## src/rtl/twl_pkg.sv

```systemverilog
package twl_pkg;
   typedef enum logic [2:0] {
      ST_IDLE,
      ST_ADDR,
      ST_AACK,
      ST_DATA,
      ST_DACK,
      ST_WSTOP,
      ST_SKIP
   } twl_state_e;

   localparam int unsigned BYTE_W = 8;
   localparam int unsigned ADDR7_W = 7;
endpackage

```

## src/rtl/twl_deglitch.sv

```systemverilog
module twl_deglitch #(
   parameter int unsigned FILT_LEN = 4,
   parameter bit          RST_VAL  = 1'b1
) (
   input  logic clk,
   input  logic rst_n,
   input  logic raw,
   output logic clean
);
   logic s1, s2;

   always_ff @(posedge clk or negedge rst_n) begin
      if (!rst_n) begin
         s1 <= RST_VAL;
         s2 <= RST_VAL;
      end else begin
         s1 <= raw;
         s2 <= s1;
      end
   end

   generate
      if (FILT_LEN == 0) begin : g_bypass
         assign clean = s2;
      end else begin : g_filter
         localparam int unsigned CNT_W = (FILT_LEN < 2) ? 1 : $clog2(FILT_LEN);
         localparam logic [CNT_W-1:0] CNT_TOP = CNT_W'(FILT_LEN - 1);
         logic [CNT_W-1:0] cnt;
         logic             held;

         always_ff @(posedge clk or negedge rst_n) begin
            if (!rst_n) begin
               cnt  <= '0;
               held <= RST_VAL;
            end else if (s2 == held) begin
               cnt <= '0;
            end else if (cnt == CNT_TOP) begin
               cnt  <= '0;
               held <= s2;
            end else begin
               cnt <= cnt + 1'b1;
            end
         end
         assign clean = held;
      end
   endgenerate
endmodule

```

## src/rtl/twl_cond_detect.sv

```systemverilog
module twl_cond_detect (
   input  logic clk,
   input  logic rst_n,
   input  logic scl_c,
   input  logic sda_c,
   output logic scl_rise,
   output logic scl_fall,
   output logic start_c,
   output logic stop_c
);
   logic scl_p, sda_p;

   always_ff @(posedge clk or negedge rst_n) begin
      if (!rst_n) begin
         scl_p <= 1'b1;
         sda_p <= 1'b1;
      end else begin
         scl_p <= scl_c;
         sda_p <= sda_c;
      end
   end

   assign scl_rise = scl_c & ~scl_p;
   assign scl_fall = ~scl_c & scl_p;
   assign start_c  = scl_c & scl_p & sda_p & ~sda_c;
   assign stop_c   = scl_c & scl_p & ~sda_p & sda_c;
endmodule

```

## src/rtl/twl_dac_ctrl.sv

```systemverilog
module twl_dac_ctrl
   import twl_pkg::*;
#(
   parameter int unsigned   ADDR_SEL_W = 2,
   parameter logic [6:0]    BASE7      = 7'h30
) (
   input  logic                  clk,
   input  logic                  rst_n,
   input  logic [ADDR_SEL_W-1:0] addr_sel,
   input  logic                  sda_c,
   input  logic                  scl_rise,
   input  logic                  scl_fall,
   input  logic                  start_c,
   input  logic                  stop_c,
   output logic                  sda_pull,
   output logic [BYTE_W-1:0]     dac_code,
   output logic                  shutdown,
   output logic                  update
);
   localparam logic [3:0] LAST_BIT = 4'd8;

   twl_state_e         st;
   logic [BYTE_W-1:0]  sh;
   logic [BYTE_W-1:0]  pend;
   logic [3:0]         cnt;
   logic               pd;
   logic [ADDR7_W-1:0] my_addr;

   assign my_addr = BASE7 | {{(ADDR7_W-ADDR_SEL_W){1'b0}}, addr_sel};

   always_ff @(posedge clk or negedge rst_n) begin
      if (!rst_n) begin
         st       <= ST_IDLE;
         sh       <= '0;
         pend     <= '0;
         cnt      <= '0;
         pd       <= 1'b0;
         sda_pull <= 1'b0;
         dac_code <= '0;
         shutdown <= 1'b0;
         update   <= 1'b0;
      end else begin
         update <= 1'b0;
         if (start_c) begin
            st       <= ST_ADDR;
            cnt      <= '0;
            sda_pull <= 1'b0;
         end else if (stop_c) begin
            sda_pull <= 1'b0;
            st       <= ST_IDLE;
            if (st == ST_WSTOP) begin
               update   <= 1'b1;
               shutdown <= pd;
               if (!pd) dac_code <= pend;
            end
         end else begin
            unique case (st)
               ST_ADDR: begin
                  if (scl_rise) begin
                     sh  <= {sh[BYTE_W-2:0], sda_c};
                     cnt <= cnt + 1'b1;
                  end else if (scl_fall && cnt == LAST_BIT) begin
                     cnt <= '0;
                     if (sh[BYTE_W-1:1] == my_addr) begin
                        pd       <= sh[0];
                        sda_pull <= 1'b1;
                        st       <= ST_AACK;
                     end else begin
                        st <= ST_SKIP;
                     end
                  end
               end
               ST_AACK: begin
                  if (scl_fall) begin
                     sda_pull <= 1'b0;
                     cnt      <= '0;
                     st       <= ST_DATA;
                  end
               end
               ST_DATA: begin
                  if (scl_rise) begin
                     sh  <= {sh[BYTE_W-2:0], sda_c};
                     cnt <= cnt + 1'b1;
                  end else if (scl_fall && cnt == LAST_BIT) begin
                     pend     <= sh;
                     sda_pull <= ~pd;
                     st       <= ST_DACK;
                  end
               end
               ST_DACK: begin
                  if (scl_fall) begin
                     sda_pull <= 1'b0;
                     st       <= ST_WSTOP;
                  end
               end
               ST_WSTOP: begin
                  if (scl_fall) st <= ST_SKIP;
               end
               default: begin
               end
            endcase
         end
      end
   end
endmodule

```

## src/rtl/twdac_slave.sv

```systemverilog
module twdac_slave #(
   parameter int unsigned FILT_LEN   = 4,
   parameter int unsigned ADDR_SEL_W = 2,
   parameter logic [6:0]  BASE7      = 7'h30
) (
   input  logic                  clk,
   input  logic                  rst_n,
   input  logic [ADDR_SEL_W-1:0] addr_sel,
   input  logic                  scl_in,
   input  logic                  sda_in,
   output logic                  sda_pull,
   output logic [7:0]            dac_code,
   output logic                  shutdown,
   output logic                  update
);
   localparam int unsigned N_LINES = 2;
   localparam logic [6:0] SEL_MASK = 7'((1 << ADDR_SEL_W) - 1);

   generate
      if (FILT_LEN > 64) begin : g_bad_filt
         $error("FILT_LEN must not exceed 64");
      end
      if (ADDR_SEL_W < 1 || ADDR_SEL_W > 3) begin : g_bad_sel
         $error("ADDR_SEL_W must be 1 to 3");
      end
      if ((BASE7 & SEL_MASK) != 7'd0) begin : g_bad_base
         $error("BASE7 low bits must be zero under the strap");
      end
   endgenerate

   logic [N_LINES-1:0] raw_vec;
   logic [N_LINES-1:0] clean_vec;
   logic scl_clean, sda_clean;
   logic scl_rise, scl_fall, start_c, stop_c;

   assign raw_vec = {sda_in, scl_in};

   generate
      for (genvar i = 0; i < N_LINES; i++) begin : g_line
         twl_deglitch #(.FILT_LEN(FILT_LEN), .RST_VAL(1'b1)) u_flt (
            .clk   (clk),
            .rst_n (rst_n),
            .raw   (raw_vec[i]),
            .clean (clean_vec[i])
         );
      end
   endgenerate

   assign scl_clean = clean_vec[0];
   assign sda_clean = clean_vec[1];

   twl_cond_detect u_cond (
      .clk      (clk),
      .rst_n    (rst_n),
      .scl_c    (scl_clean),
      .sda_c    (sda_clean),
      .scl_rise (scl_rise),
      .scl_fall (scl_fall),
      .start_c  (start_c),
      .stop_c   (stop_c)
   );

   twl_dac_ctrl #(.ADDR_SEL_W(ADDR_SEL_W), .BASE7(BASE7)) u_ctrl (
      .clk      (clk),
      .rst_n    (rst_n),
      .addr_sel (addr_sel),
      .sda_c    (sda_clean),
      .scl_rise (scl_rise),
      .scl_fall (scl_fall),
      .start_c  (start_c),
      .stop_c   (stop_c),
      .sda_pull (sda_pull),
      .dac_code (dac_code),
      .shutdown (shutdown),
      .update   (update)
   );
endmodule

```

## config.mk

```make
export PLATFORM = sky130hd
export DESIGN_NAME = twdac_slave
export DESIGN_NICKNAME = d
export VERILOG_FILES = /design/src/rtl/twl_pkg.sv /design/src/rtl/twl_deglitch.sv /design/src/rtl/twl_cond_detect.sv /design/src/rtl/twl_dac_ctrl.sv /design/src/rtl/twdac_slave.sv
export SDC_FILE = /design/constraint.sdc
export NUM_CORES = 1
export LEC_CHECK = 0
export BUFFER_PORTS_ARGS = -buffer_cell sky130_fd_sc_hd__buf_2
export CAP_MARGIN = 20
export CORE_UTILIZATION = 45
export CTS_BUF_LIST = sky130_fd_sc_hd__clkbuf_2 sky130_fd_sc_hd__clkbuf_4 sky130_fd_sc_hd__clkbuf_8
export CTS_CLUSTER_DIAMETER = 150
export DETAILED_ROUTE_END_ITERATION = 8
export GPL_ROUTABILITY_DRIVEN = 0
export PLACE_DENSITY = 0.71
export SLEW_MARGIN = 0
export SYNTH_ARGS = -nofsm -noshare
export SYNTH_HDL_FRONTEND = slang
export SYNTH_SLANG_ARGS = --single-unit
```

## constraint.sdc

```tcl
create_clock -name clk -period 1.85 [get_ports clk]
set_input_delay 0.185 -clock clk [delete_from_list [all_inputs] [get_ports clk]]
set_output_delay 0.185 -clock clk [all_outputs]
set_load 0.05 [all_outputs]
```

======== Word level (Yosys, flattened, before mapping) ========
Cells that the tools add are included.
word-level totals
  flip-flop bits (word level) ............. 47
  word-level logic and storage cells ...... 113
  input bits .............................. 6
operators by class
  add/subtract/negate cells ............... 3
  equal/unequal tests ..................... 24
  mux-type cells .......................... 34
  reductions and logical operators ........ 16
  bitwise operators ....................... 17
operators with widths
  kind                 count
  $mux 3               10
  $ne 4x3->1 const B   7
  $mux 4               6
  $pmux 3 s5           1
  $pmux 4 s3           1
  $mux 1               11
  $not 1->1            10
  $reduce_and 5->1     2
  $mux 2               4
  $ne 4x4->1 const B   2
  $reduce_and 4->1     2
  $reduce_and 8->1     1
  $and 1x1->1          7
  $eq 7x6->1           1
  $reduce_and 7->1     1
  $reduce_bool 7->1    1
  $eq 3x2->1 const B   2
  $eq 3x3->1 const B   2
  $reduce_and 6->1     1
  $reduce_bool 5->1    1
  $add 2x1->2 const B  2
  $add 4x1->4 const B  1
  $eq 2x2->1 const B   2
  $eq 4x4->1 const B   1
  other kinds (12)     15

======== Logic depth before layout (Yosys ltp) ========
Gate-level depths: netlist of the first run.
  word-level depth ........................ 8
  depth in mapped cells ................... 6
  mapped depth without buffers ............ 6

======== Modules after synthesis ========
From an unflattened synthesis of the first run, not the netlist that was laid out.
second synthesis, totals
  cell total of the unflattened synthesis .. 174
  area total of the unflattened synthesis .. 2134.5 um^2
by module, submodules not included
  module           seq. area each (um^2)  instances  area an instance (um^2)  cells each
  twl_dac_ctrl     875.8                  1          1694.1                   148
  twl_deglitch     128.9                  2          177.7                    10
  twl_cond_detect  52.6                   1          85.1                     6

======== Least setup slack after synthesis of the first run ========
No wires, ideal clock.
  path kind ............................... register to register
  start ................................... register g_line[0].u_flt.g_filter.held
  end ..................................... register u_ctrl.sh[1]
  stages on the path, launching flop included .. 4
  required time ........................... 1725 ps
  setup time .............................. 125 ps
  setup slack ............................. 155 ps
  clock period less this slack ............ 1695 ps
  arrival time ............................ 1570 ps
  path through ............................ dfstp_2 -> buf_2 -> nor3b_1 -> mux2_2
between the ends
  word-level cells in the longest chain between the ends .. 5
ends and longest elaborated chain
  element                                             RTL line                                      RTL
  start, declared                                     twl_deglitch.sv:29                            logic held;
  start signal, assigned                              twl_deglitch.sv:34                            held <= RST_VAL;
  start signal, assigned                              twl_deglitch.sv:39                            held <= s2;
  $and 1x1->1                                         twl_cond_detect.sv:25, twl_cond_detect.sv:26
  $and 1x1->1, on equally long branches (2 in a row)  twl_cond_detect.sv:26, twl_cond_detect.sv:25
  $not 1->1 (no source line)                          n/a
  $reduce_and 4->1 (no source line) *                 n/a
  end signal, assigned                                twl_dac_ctrl.sv:60                            sh <= {sh[BYTE_W-2:0], sda_c};
  end signal, assigned                                twl_dac_ctrl.sv:82                            sh <= {sh[BYTE_W-2:0], sda_c};
  end, declared                                       twl_dac_ctrl.sv:23                            logic [BYTE_W-1:0] sh;
Mark *: on every way between the ends. The rest lies on a longest branch, timed or not.
A chain may end at the register's enable or synchronous reset.

======== Worst setup path after layout of the first run ========
  start ................................... register u_cond.scl_p
  end ..................................... register u_ctrl.dac_code[1]
between the ends
  word-level cells in the longest chain between the ends .. 5
ends and longest elaborated chain
  element                              RTL line                                      RTL
  start, declared                      twl_cond_detect.sv:11                         logic scl_p, sda_p;
  start signal, assigned               twl_cond_detect.sv:18                         scl_p <= scl_c;
  $and 1x1->1 *                        twl_cond_detect.sv:25, twl_cond_detect.sv:26
  $and 1x1->1 (2 in a row)             twl_cond_detect.sv:25                         assign start_c = scl_c & scl_p & sda_p & ~sda_c;
  $not 1->1 (no source line)           n/a
  $reduce_and 4->1 (no source line) *  n/a
  end signal, assigned                 twl_dac_ctrl.sv:54                            if (!pd) dac_code <= pend;
  end, declared                        twl_dac_ctrl.sv:16                            output logic [BYTE_W-1:0] dac_code,
Marks and branches as above.

==> results of run 1 <==
-- through the flow --
step	util (%)	hold WS, ns	instances	power, mW	instance area (sq um)
6_report	54.8	0.360	249	3.06	2430
5_1_grt	54.8	0.366	249	3.24	2430
4_1_cts	54.2	0.362	248	3.05	2410
3_5_place_dp	51.3	0.293	237	2.39	2280
3_3_place_gp	51.3	0.290	237	2.32	2280
2_1_floorplan	-	-0.111	166	2.11	2110
-- area by class of cell --
cell class | instances | share of cell area, %
Clock buffer | 6 | 3.39
Clock inverter | 2 | 0.668
Inverter | 8 | 1.23
Multi-Input combinational cell | 107 | 36.3
Sequential cell | 47 | 48.7
Tap cell | 52 | 2.67
Timing Repair Buffer | 27 | 6.99
-- synth_stat cells, types with 2 or more instances --
cell type  instances
nand2_1            8
o2111ai_1          2
nand2b_1           4
mux2_2            28
nand3b_1           2
buf_6              2
xnor2_1            5
nor2_1             4
o211ai_1           3
o21a_1             2
inv_1              8
nor2b_1            5
dfrtp_1           39
nor3b_1            3
nor3_1             6
dfstp_2            8
a21oi_1            7
o32a_1             2
nand3_1            4
ha_1               4
-- report_power, final --
part | switching, mW | internal (mW)
Sequential | 0.157 | 1.23
Clock | 0.341 | 0.305
Combinational | 0.591 | 0.432
-- worst register-to-register path: stages, from the launching register on --
cell and delay [ns]:
dfstp_2 0.63, and4b_1 0.27, nand3_2 0.17, nor2_4 0.23
mux2_2 0.37
-- cell usage in the layout (no fill, tap or decap), drive strengths merged, types with 2 or more instances in the layout --
cell type,synthesis,final
a21oi,7,7
buf,4,24
clkbuf,1,6
dfrtp,39,39
dfstp,8,8
dlygate4sd3,0,3
ha,4,4
inv,8,8
mux2,28,28
nand2,8,8
nand2b,5,5
nand3,4,4
nand3b,2,2
nor2,5,6
nor2b,5,5
nor3,6,6
nor3b,3,3
o2111ai,2,2
o211ai,4,4
o21a,2,2
o32a,2,2
xnor2,5,5
-- cells by family (layout without fill, tap and decap cells) --
logic type	count (synthesis)	count (layout)	share of synthesized area, %
multiplexers	29	29	15.4
AND/OR/NAND/NOR	44	45	12.4
flip-flops	47	47	56.1
adder cells (fa/ha/maj)	4	4	2.37
buffers and inverters	13	43	3.25
AO/OA/AOI/OAI	23	23	7.99
XOR/XNOR	6	6	2.49
-- per-layer routing --
metal | track usage [%] | vias to the layer above | part of all wire, %
met5 | 0 | - | 0
met4 | 6.44 | 0 | 1.5
met3 | 3.85 | 7 | 4.0
met2 | 30.0 | 42 | 53
met1 | 21.7 | 706 | 42
li1 | - | 651 | -
-- repair_timing --
action	4_1_cts	5_1_grt
resized for setup	0	4
endpoints found under the hold margin	41	0
hold buffers	3	0
endpoints found under the setup margin	0	16
-- worst paths after layout --
check	from	end	cells after the start
max	u_cond.scl_p$_DFF_PN1_	u_ctrl.dac_code[1]$_DFFE_PN0P_	4
min	g_line[0].u_flt.s1$_DFF_PN1_	g_line[0].u_flt.s2$_DFF_PN1_	0
max reg2reg	u_cond.scl_p$_DFF_PN1_	u_ctrl.dac_code[1]$_DFFE_PN0P_	4
min reg2reg	g_line[0].u_flt.s1$_DFF_PN1_	g_line[0].u_flt.s2$_DFF_PN1_	0
max in group asynchronous	rst_n	u_ctrl.st[2]$_DFFE_PN0P_	3
min in group asynchronous	rst_n	g_line[0].u_flt.g_filter.cnt[1]$_DFF_PN0_	3
-- state kept, by name (all words and copies together) (netlist names), 2 cells and up --
name                       count
u_ctrl.dac_code                8
u_ctrl.pend                    8
u_ctrl.sh                      8
g_line.u_flt.g_filter.cnt      4
u_ctrl.cnt                     4
u_ctrl.st                      3
g_line.u_flt.clean             2
g_line.u_flt.s1                2
g_line.u_flt.s2                2
==> metrics, run 1 <==
IO Pins 17; clock skew 0.00615 ns; H-Tree Depth 2; WP buf/inv 0; outcome finished with violations; synth top area cells dfrtp_1 46%, mux2_2 15%, dfstp_2 9.9%; post-synthesis area per instance 12.7 sq um; initial DRC count 92; EDFF count, synth 0; Power Dens Cells 1260 nW/um^2; max-cap violations 0; die area 4980 sq um; WL final 4140 um; root buf cell clkbuf_8; initial antenna violation count 0; slowest CP cell dfstp_2; RSZ-0062 raised after global routing no; LEAKAGE 1.18 nW; setup violators final 0; final setup margin 0.0851 ns; total global-route track usage 17.4%; grt total ovfl 0; area leader, netlist dfrtp_1; Slew @ Worst Pin 0.582 ns; post-synthesis register bit count 47; Hold Crit Class flip-flop to flip-flop; layout net count 206; Port Buffer Count 16; Slowest Stage Delay on Critical Path 0.63 ns; number of diodes 0; pin count of the biggest net entering global routing 48; Mapped Area 2110 sq um; max_slew headroom 61.2%; Die Wd 70.6 um; global-route wire length before repair 6800 um; crit path kind flip-flop to flip-flop; vias in the first global route 1,465; row count 24; Detail Route Antenna Nets 0; Vias 1,406; Synth async-reset ratio 100%; CTS Sinks 47; Hold Fails Final Rpt 0; Slew Viols, Final 0; post-CTS setup buffers 0; Max rail drop VDD 0.000743 V; Yosys cell types 40; Setup crit start kind flip-flop; cells after synthesis 166; post-synthesis sequential area ratio 56.1%; drt first pass iters 6; Fin Setup TNS 0 ns; chip height 70.6 um; TritonCTS clock tree yes; P&R area growth vs syn 15.1%; Final Critical Period 1.76 ns; maximum fanout along the worst path 11; Multi-input gate area 883 sq um; Critical Path AT 1.96 ns; clock transition at the registers of the reported paths 0.09 ns; top-area cell type share of the netlist area 46.2%; Skew-Pair Late Insertion Delay 0.30 ns; fin crit share 95.4%; Syn Nets 176; Max Fclk 567 MHz; Remaining DRCs 2; failing checks DRC; hpwl dp 2810 um; Core ar. 4440 sq um; Req. time, crit path 2.04 ns; mean routed wirelength per cell 16.6 um; clock buffer depth 2; Initial Util 47.6%; crit-path cells and4b_1, nand3_2, nor2_4, mux2_2; # fillers 372; Worst setup EP type flip-flop; cell family with most CP delay simple AND/OR/NAND/NOR gates; Ys Warns 0; Worst R2R Setup Slack 0.09 ns; layout cells sized above 1 38.1%; TritonCTS Buffers 5; pre-CTS setup slack 0.0199 ns; Synth Flop Type dfrtp_1; Via density 5.65; Register Area 1190 sq um
(Power assumes the default switching activity.)
==> inputs of run 2 (changes only) <==
CORE_UTILIZATION = 40   (was 45)
PLACE_DENSITY = 0.65   (was 0.71)
==> metrics, run 2 (synthesis results as in run 1) <==
Layout Utilization 49.0%; global-route wire length before repair 6220 um; vias in the first global route 1,321; Placement Cell Area 2340 sq um; Max rail drop VDD 0.000735 V; Slew @ Worst Pin 0.501 ns; root buf cell clkbuf_8; die area 5580 sq um; outcome complete, no violations; Initial Util 41.4%; Inst Count DP 258; Setup crit start kind flip-flop; CTS Sinks 47; Worst setup EP type flip-flop; Via density 4.90; # fillers 469; Power, Total 3.14 mW; max-cap violations 0; biggest regs u_ctrl.dac_code: 8 flops, u_ctrl.pend: 8 flops, u_ctrl.sh: 8 flops; hpwl dp 2650 um; H-Tree Depth 2; TritonCTS Buffers 5; LEAKAGE 1.21 nW; fin area 2500 sq um; clock transition at the registers of the reported paths 0.09 ns; Skew-Pair Late Insertion Delay 0.30 ns; initial antenna violation count 0; clock skew 0.00874 ns; grt total ovfl 0; commonest non-fill, non-tap cell in the layout dfrtp_1; Final Critical Period 1.76 ns; initial DRC count 51; Remaining DRCs 0; Hold Fails Final Rpt 0; maximum fanout along the worst path 11; pin count of the biggest net entering global routing 29; Power Dens Cells 1250 nW/um^2; IO Pins 17; drt first pass iters 4; clock buffer depth 2; final std cells w/o fill 270; post-CTS setup buffers 0; max_slew headroom 66.6%; WL final 3760 um; Die Wd 74.7 um; Detail Route Antenna Nets 0; Core ar. 5110 sq um; P&R area growth vs syn 18.3%; TritonCTS clock tree yes; chip height 74.7 um; Max Fclk 568 MHz; fin crit share 95.1%; mean routed wirelength per cell 13.9 um; Port Buffer Count 16; Req. time, crit path 2.03 ns; crit path kind flip-flop to flip-flop; row count 26; number of diodes 0; layout net count 209; Hold Crit Class flip-flop to flip-flop; most frequent cells in the layout 39 x dfrtp_1, 28 x mux2_2, 16 x buf_2; RSZ-0062 raised after global routing no; Critical Path AT 1.94 ns; Slew Viols, Final 0; total global-route track usage 15.1%; setup violators final 0; Vias 1,322; layout cells sized above 1 38.0%; Fin Setup TNS 0 ns
==> run 2: worst paths after layout <==
path,startpoint,end,slack [ns],cells past startpoint
max,u_cond.scl_p$_DFF_PN1_,u_ctrl.dac_code[5]$_DFFE_PN0P_,0.09,4
min in group asynchronous,rst_n,u_ctrl.st[0]$_DFFE_PN0P_,0.38,2
max in group asynchronous,rst_n,g_line[1].u_flt.s1$_DFF_PN1_,0.87,3
max reg2reg,u_cond.scl_p$_DFF_PN1_,u_ctrl.dac_code[5]$_DFFE_PN0P_,0.09,4
min reg2reg,g_line[1].u_flt.s1$_DFF_PN1_,g_line[1].u_flt.s2$_DFF_PN1_,0.36,0
min,g_line[1].u_flt.s1$_DFF_PN1_,g_line[1].u_flt.s2$_DFF_PN1_,0.36,0
==> run 2: layout make-up <==
cell class                      count  area, sq um  share of cell area (%)
Multi-Input combinational cell    107          876                    35.0
Clock buffer                        6         82.6                    3.30
Clock inverter                      2         35.0                    1.40
Inverter                            8         30.0                    1.20
Sequential cell                    47         1190                    47.4
Timing Repair Buffer               30          205                    8.20
Tap cell                           70         87.6                    3.50
==> run 2: worst max-delay path: stages, from the launching register on <==
cell and delay [ns]:
dfstp_2 0.63, and4b_1 0.26, nand3_2 0.16, nor2_4 0.23, mux2_2 0.36
==> run 2: per-layer routing <==
| metal | track usage (%) | vias to the layer above | wire, um |
|---|---|---|---|
| li1 | - | 654 | - |
| met1 | 19.7 | 645 | 1790 |
| met2 | 24.5 | 19 | 1800 |
| met3 | 3.88 | 4 | 126 |
| met4 | 5.66 | 0 | 45 |
| met5 | 0 | - | 0 |
==> run 2: timing repair <==
action | CTS | global route
hold buffers | 3 | 0
endpoints found under the setup margin | 0 | 4
endpoints found under the hold margin | 17 | 0
resized for setup | 0 | 2
==> run 2: where the power goes <==
group,switching [mW],internal (mW),total [mW],leakage (nW)
logic,0.533,0.429,0.961,0.533
registers,0.174,1.24,1.41,0.615
clock network,0.330,0.437,0.767,0.0612
total,1.04,2.10,3.14,1.21
==> run 2: metrics by stage <==
step	worst slack [ns]	hold slack [ns]
global route	0.000435	0.365
floorplan	0.155	-0.111
detailed placement	0.0841	0.192
finish	0.0898	0.358
global placement	0.118	0.177
CTS	0.0481	0.360
